[src/rtl/xbm_pkg.sv]
`timescale 1ns/1ps
package xbm_pkg;
    typedef enum logic [1:0] {
        ST_IDLE  = 2'd0,
        ST_WRITE = 2'd1,
        ST_READ  = 2'd2
    } xbm_state_e;
endpackage

[src/rtl/xbm_fifo.sv]
`timescale 1ns/1ps
module xbm_fifo #(
    parameter int W     = 16,
    parameter int DEPTH = 8
) (
    input  logic         clk,
    input  logic         rst_n,
    input  logic         push,
    input  logic [W-1:0] din,
    input  logic         pop,
    output logic [W-1:0] head,
    output logic         full,
    output logic         empty
);
    localparam int AW = (DEPTH > 1) ? $clog2(DEPTH) : 1;
    localparam int CW = AW + 1;

    logic [W-1:0]  mem [DEPTH];
    logic [AW-1:0] wr_ptr, rd_ptr;
    logic [CW-1:0] count;
    logic          do_push, do_pop;

    assign full    = (count == CW'(DEPTH));
    assign empty   = (count == '0);
    assign do_push = push && !full;
    assign do_pop  = pop && !empty;
    assign head    = mem[rd_ptr];

    always_ff @(posedge clk) begin
        if (do_push) mem[wr_ptr] <= din;
    end

    always_ff @(posedge clk or negedge rst_n) begin
        if (!rst_n) begin
            wr_ptr <= '0;
            rd_ptr <= '0;
            count  <= '0;
        end else begin
            if (do_push) wr_ptr <= (wr_ptr == AW'(DEPTH-1)) ? '0 : wr_ptr + 1'b1;
            if (do_pop)  rd_ptr <= (rd_ptr == AW'(DEPTH-1)) ? '0 : rd_ptr + 1'b1;
            unique case ({do_push, do_pop})
                2'b10:   count <= count + 1'b1;
                2'b01:   count <= count - 1'b1;
                default: count <= count;
            endcase
        end
    end

    AST_FULL_PUSH_DROPPED: assert property (@(posedge clk) disable iff (!rst_n)
        (push && full && !pop) |=> full);
endmodule

[src/rtl/xbm_wait_sample.sv]
`timescale 1ns/1ps
module xbm_wait_sample (
    input  logic clk,
    input  logic rst_n,
    input  logic strobe,
    input  logic wait_in,
    output logic smp
);
    always_ff @(negedge clk or negedge rst_n) begin
        if (!rst_n) smp <= 1'b0;
        else        smp <= strobe && wait_in;
    end
endmodule

[src/rtl/xbm_cycle_fsm.sv]
`timescale 1ns/1ps
module xbm_cycle_fsm
    import xbm_pkg::*;
#(
    parameter int WS_W = 4
) (
    input  logic            clk,
    input  logic            rst_n,
    input  logic            wait_en,
    input  logic [WS_W-1:0] ws,
    input  logic            rd_mode,
    input  logic            tx_empty,
    input  logic            rx_full,
    input  logic            slv_req,
    input  logic            wait_smp,
    output logic            bus_wr,
    output logic            bus_rd,
    output logic            tx_pop,
    output logic            rx_push
);
    xbm_state_e      state_q, state_d;
    logic [WS_W-1:0] cnt_q;
    logic            armed_q;
    logic            count_en, done;

    assign count_en = !wait_en || armed_q || wait_smp;
    assign done     = (state_q != ST_IDLE) && count_en && (cnt_q == ws);

    always_ff @(posedge clk or negedge rst_n) begin
        if (!rst_n) state_q <= ST_IDLE;
        else        state_q <= state_d;
    end

    always_ff @(posedge clk or negedge rst_n) begin
        if (!rst_n) begin
            cnt_q   <= '0;
            armed_q <= 1'b0;
        end else if (state_q == ST_IDLE || done) begin
            cnt_q   <= '0;
            armed_q <= 1'b0;
        end else begin
            if (count_en) cnt_q   <= cnt_q + 1'b1;
            if (wait_smp) armed_q <= 1'b1;
        end
    end

    always_comb begin
        state_d = state_q;
        unique case (state_q)
            ST_IDLE: begin
                if (rd_mode) begin
                    if (!rx_full) state_d = ST_READ;
                end else if (!tx_empty && slv_req) begin
                    state_d = ST_WRITE;
                end
            end
            ST_WRITE: if (done) state_d = ST_IDLE;
            ST_READ:  if (done) state_d = ST_IDLE;
            default:  state_d = ST_IDLE;
        endcase
    end

    always_comb begin
        bus_wr  = (state_q == ST_WRITE);
        bus_rd  = (state_q == ST_READ);
        tx_pop  = (state_q == ST_WRITE) && done;
        rx_push = (state_q == ST_READ) && done;
    end

    AST_IDLE_GAP: assert property (@(posedge clk) disable iff (!rst_n)
        (tx_pop || rx_push) |=> !(bus_wr || bus_rd));
    AST_NO_EMPTY_WRITE: assert property (@(posedge clk) disable iff (!rst_n)
        bus_wr |-> !tx_empty);
    AST_NO_RX_OVERFLOW: assert property (@(posedge clk) disable iff (!rst_n)
        rx_push |-> !rx_full);
endmodule

[src/rtl/xbm_cycle_master.sv]
`timescale 1ns/1ps
module xbm_cycle_master #(
    parameter int DATA_W     = 16,
    parameter int FIFO_DEPTH = 8,
    parameter int WS_W       = 4
) (
    input  logic              clk,
    input  logic              rst_n,
    input  logic              cfg_wait_en,
    input  logic [WS_W-1:0]   cfg_ws,
    input  logic              rd_mode,
    input  logic              tx_wr_en,
    input  logic [DATA_W-1:0] tx_wr_data,
    output logic              tx_full,
    input  logic              rx_rd_en,
    output logic [DATA_W-1:0] rx_rd_data,
    output logic              rx_empty,
    output logic              rx_full,
    input  logic              slv_req,
    input  logic              slv_wait,
    input  logic [DATA_W-1:0] bus_din,
    output logic [DATA_W-1:0] bus_dout,
    output logic              bus_wr,
    output logic              bus_rd
);
    localparam int LEN_W = WS_W + 2;

    logic              tx_empty, tx_pop, rx_push, wait_smp, strobe_any;
    logic [DATA_W-1:0] tx_head;
    logic [LEN_W-1:0]  hi_len;

    assign strobe_any = bus_wr || bus_rd;
    assign bus_dout   = bus_wr ? tx_head : '0;

    xbm_fifo #(.W(DATA_W), .DEPTH(FIFO_DEPTH)) u_tx_fifo (
        .clk(clk), .rst_n(rst_n),
        .push(tx_wr_en), .din(tx_wr_data), .pop(tx_pop),
        .head(tx_head), .full(tx_full), .empty(tx_empty)
    );

    xbm_fifo #(.W(DATA_W), .DEPTH(FIFO_DEPTH)) u_rx_fifo (
        .clk(clk), .rst_n(rst_n),
        .push(rx_push), .din(bus_din), .pop(rx_rd_en),
        .head(rx_rd_data), .full(rx_full), .empty(rx_empty)
    );

    xbm_wait_sample u_wait (
        .clk(clk), .rst_n(rst_n),
        .strobe(strobe_any), .wait_in(slv_wait), .smp(wait_smp)
    );

    xbm_cycle_fsm #(.WS_W(WS_W)) u_fsm (
        .clk(clk), .rst_n(rst_n),
        .wait_en(cfg_wait_en), .ws(cfg_ws), .rd_mode(rd_mode),
        .tx_empty(tx_empty), .rx_full(rx_full), .slv_req(slv_req),
        .wait_smp(wait_smp),
        .bus_wr(bus_wr), .bus_rd(bus_rd), .tx_pop(tx_pop), .rx_push(rx_push)
    );

    always_ff @(posedge clk or negedge rst_n) begin
        if (!rst_n)                    hi_len <= '0;
        else if (!strobe_any)          hi_len <= '0;
        else if (hi_len != '1)         hi_len <= hi_len + 1'b1;
    end

    AST_LEN_NO_WAIT: assert property (@(posedge clk) disable iff (!rst_n)
        ($fell(strobe_any) && !$past(cfg_wait_en)) |->
        ($past(hi_len) == LEN_W'($past(cfg_ws))));
    AST_LEN_MINIMUM: assert property (@(posedge clk) disable iff (!rst_n)
        $fell(strobe_any) |-> ($past(hi_len) >= LEN_W'($past(cfg_ws))));
    AST_STROBE_EXCL: assert property (@(posedge clk) disable iff (!rst_n)
        $rose(bus_wr) |-> !$past(bus_rd));
endmodule

[config.mk]
export PLATFORM = sky130hd
export DESIGN_NAME = xbm_cycle_master
export DESIGN_NICKNAME = d
export VERILOG_FILES = /design/src/rtl/xbm_pkg.sv /design/src/rtl/xbm_fifo.sv /design/src/rtl/xbm_wait_sample.sv /design/src/rtl/xbm_cycle_fsm.sv /design/src/rtl/xbm_cycle_master.sv
export SDC_FILE = /design/constraint.sdc
export NUM_CORES = 1
export LEC_CHECK = 0
export ABC_AREA = 1
export BUFFER_PORTS_ARGS = -buffer_cell sky130_fd_sc_hd__buf_2
export CAP_MARGIN = 10
export CORE_ASPECT_RATIO = 0.6
export CORE_MARGIN = 2
export CORE_UTILIZATION = 60
export DETAILED_ROUTE_END_ITERATION = 7
export GPL_ROUTABILITY_DRIVEN = 0
export PLACE_DENSITY = 0.79
export SLEW_MARGIN = 20
export SYNTH_ARGS = -nofsm -noshare
export SYNTH_HDL_FRONTEND = slang
export SYNTH_SLANG_ARGS = --single-unit
[constraint.sdc]
create_clock -name clk -period 6.26 [get_ports clk]
set_input_delay 1.252 -clock clk [delete_from_list [all_inputs] [get_ports clk]]
set_output_delay 1.252 -clock clk [all_outputs]
set_load 0.02 [all_outputs]
==> impl_results.md <==
* Critical Path Max Stage Delay at 0.40 ns
* Place WS at 0.805 ns
* WP data arrival at 5.91 ns
* Fin. max-slew vios at 0
* IO Port Bufs at 80
* Fill cells at 1307
* Worst path most repeated cell: nand2_1
* R2R Path Start: u_wait.smp
* Post-route setup slack at 0.740 ns
* Layout cells sized above 1 at 0.152
* Slew headroom at 0.289
* Pleak at 5.06 nW
* Worst setup path category: reg2reg
* Worst Skew at 0.0141 ns
* GR Util All Layers at 0.237
* R2R Setup Slk at 0.74 ns
* Fraction of the yosys area taken by sequential cells at 0.714
* Final std cells w/o fill at 1321
* R2R cell count at 15
* Syn Nets at 1013
* Post_cts resized at 0
* First-pass GRT wire length at 37600 µm
* GRT overflow at 0
* Final setup viols at 0
* # nets final at 1098
* Post-synthesis cell count at 950
* IO Count at 81
* H-tree depth at 1
* Routed Wire Length at 24000 µm
* Status: complete, no violations
* DPL Wire Length at 13900 µm
* Cts hold-fix bufs at 0
* Die width at 185 µm
* Startpoint Class: flip-flop
* Die Ht at 112 µm
* Setup tns final at 0 ns
* Register bit total from synthesis at 284
* CTS tree: built
* Critical Path RT at 6.65 ns
* RSZ-0062 raised after global routing: false
* Detailed-router iteration count before antenna repair at 8
* Final hold viol count at 0
* Starting density of the core at 0.615
* RR Endpoint: u_rx_fifo.count[3]
* Crit path cell chain: nor2_1 > nor2_2 > inv_2 > nor2_4 > nand2_2 > ha_1 > ha_1 > nand2_1 > inv_1 > o21ai_0 > nand2_1 > nand2_1 > nand2_1 > nand2_1 > o21ai_0
* Final Core Density at 0.699
* Max IR drop VDD at 0.286 mV
* Clk buf depth at 3
* Slew @ Worst Pin at 1.07 ns
* Root buffer cell: clkbuf_16
* Wire per inst at 18.2 µm
* Placed cell area at 12500 µm²
* CP delay by family, top: simple AND/OR/NAND/NOR gates
* Vias in the first global route at 6811
* Slowest stage cell on the critical path: dfrtn_1
* Worst Path Max Fanout at 14
* Overall Power at 5.68 mW
* Postcts setup bufs at 0
* Core Area at 19100 µm²
* Vias per inst at 5.64
* Post-route ant nets at 0
* Via count at 7456
* Layout Area Growth over Synthesis at 13.7%
* Clock buffer count from CTS at 25
* Synthesized cell area at 11700 µm²
* WP buf/inv at 2
* Clock sinks at 284
* Largest net degree at the start of global routing at 69
* Worst-path clk slew at 0.07 ns
* PD cells at 425 nW/µm²
* Synth warn at 0
* Hold Path Depth at 2
* Num rows at 39
* Design Area, Final at 13300 µm²
* DRT iter0 DRCs at 877
* Die area at 20700 µm²
* Distinct cells, synth at 33
* Initial antenna violation count at 2
* Mapped Avg Cell Area at 12.4 µm²
* Worst Hold Class: reg2reg
* Max Cap Viol at 0
* Hold wc startpoint: u_fsm.state_q[1]
* Hold path endpoint: u_fsm.state_q[1]
* Worst Hold Margin at 0.541 ns
* DRC at 0
* Critical Path End Type: flip-flop
* Clock Latency Late Sink at 0.52 ns
* Inst Count DP at 1274
-- state kept, by name (all words and copies together), names as in the netlist, 4 cells and up --
name,count
u_rx_fifo.mem,128
u_tx_fifo.mem,128
u_fsm.cnt_q,4
u_rx_fifo.count,4
u_tx_fifo.count,4
-- cells by family (layout without fill, tap and decap cells) --
logic type                 Yosys count  count (layout)  synth area share
AOI/OAI and AO/OA                  181             181            0.0861
xor gates and xnor gates             9               9           0.00671
adders and majority gates           19              19            0.0209
buffers and inverters               94             198            0.0340
DFF                                284             284             0.714
muxes                               32              32            0.0273
other                                0               1                 0
and+or+nand+nor                    331             331             0.111
-- where the power goes --
part,total [mW],internal (mW),switching (mW)
clock,1.60,0.937,0.661
sequential,2.38,2.26,0.117
combinational,1.70,0.539,1.16
-- layer usage --
layer,part of all wire,track usage,wire (µm),vias to the layer above
met5,0.00054,0,13,-
met4,0.014,0.0416,327,2
met3,0.090,0.0428,2160,30
met2,0.42,0.336,10100,342
met1,0.48,0.389,11500,3533
li1,-,-,-,3549
-- cells in the final DEF (no fill, tap or decap), types with 18 or more instances in the layout --
master     synthesis  layout
inv_1             43      43
edfxtp_1         256     256
dfrtp_1           27      25
clkbuf_16          0      27
nand2_1          134     134
buf_2             12      80
nor2_1           168     168
o21ai_0          112     112
o22ai_1           48      48
ha_1              18      18
buf_4              6      24
mux2i_1           32      32
-- final cells by class --
cell class | instances | area (µm²) | area share
inverters | 48 | 180 | 0.0135
well taps | 266 | 333 | 0.0249
clock inverters | 12 | 143 | 0.0107
multi-input cells | 572 | 2990 | 0.224
diodes | 1 | 2.50 | 0.000188
repair buffers | 104 | 581 | 0.0435
clock buffers | 34 | 722 | 0.0541
flip-flops and latches | 284 | 8390 | 0.629
-- worst max-delay path by stage --
stage          startpoint                  end  slack (ns)  cells past startpoint
6_report       u_wait.smp   u_rx_fifo.count[3]        0.74                     15
5_1_grt        u_wait.smp   u_rx_fifo.count[3]        0.51                     15
4_1_cts        u_wait.smp   u_rx_fifo.count[3]        0.76                     15
3_5_place_dp   u_wait.smp   u_rx_fifo.count[3]        0.80                     15
3_3_place_gp   u_wait.smp   u_rx_fifo.count[3]        0.86                     15
2_1_floorplan  u_wait.smp  u_rx_fifo.mem[6][0]        0.66                      7
-- tightest hold or removal path, delay by kind of cell (launching register included) --
family	cells	cell delay [ns]
flip-flops	1	0.39
AND/OR/NAND/NOR	2	0.13
-- synthesized netlist by cell type, drive strengths merged --
master / instances / area [µm²]
o21ai: 112 / 561
inv: 46 / 173
xnor2: 5 / 43.8
xor2: 4 / 35.0
a21oi: 3 / 15.0
dfrtp: 27 / 676
nand3: 12 / 60.1
and2: 1 / 6.26
or2: 2 / 12.5
edfxtp: 256 / 7690
nand2: 135 / 509
nor3: 8 / 40.0
clkinv: 2 / 7.51
nand3b: 2 / 15.0
o21a: 2 / 15.0
mux2i: 32 / 320
fa: 1 / 20.0
ha: 18 / 225
o211ai: 16 / 120
nor2: 170 / 648
nand4: 1 / 6.26
clkbuf: 23 / 87.6
o22ai: 48 / 300
dfrtn: 1 / 25.0
buf: 23 / 131
No activity file was read; power rests on OpenSTA's default activity.
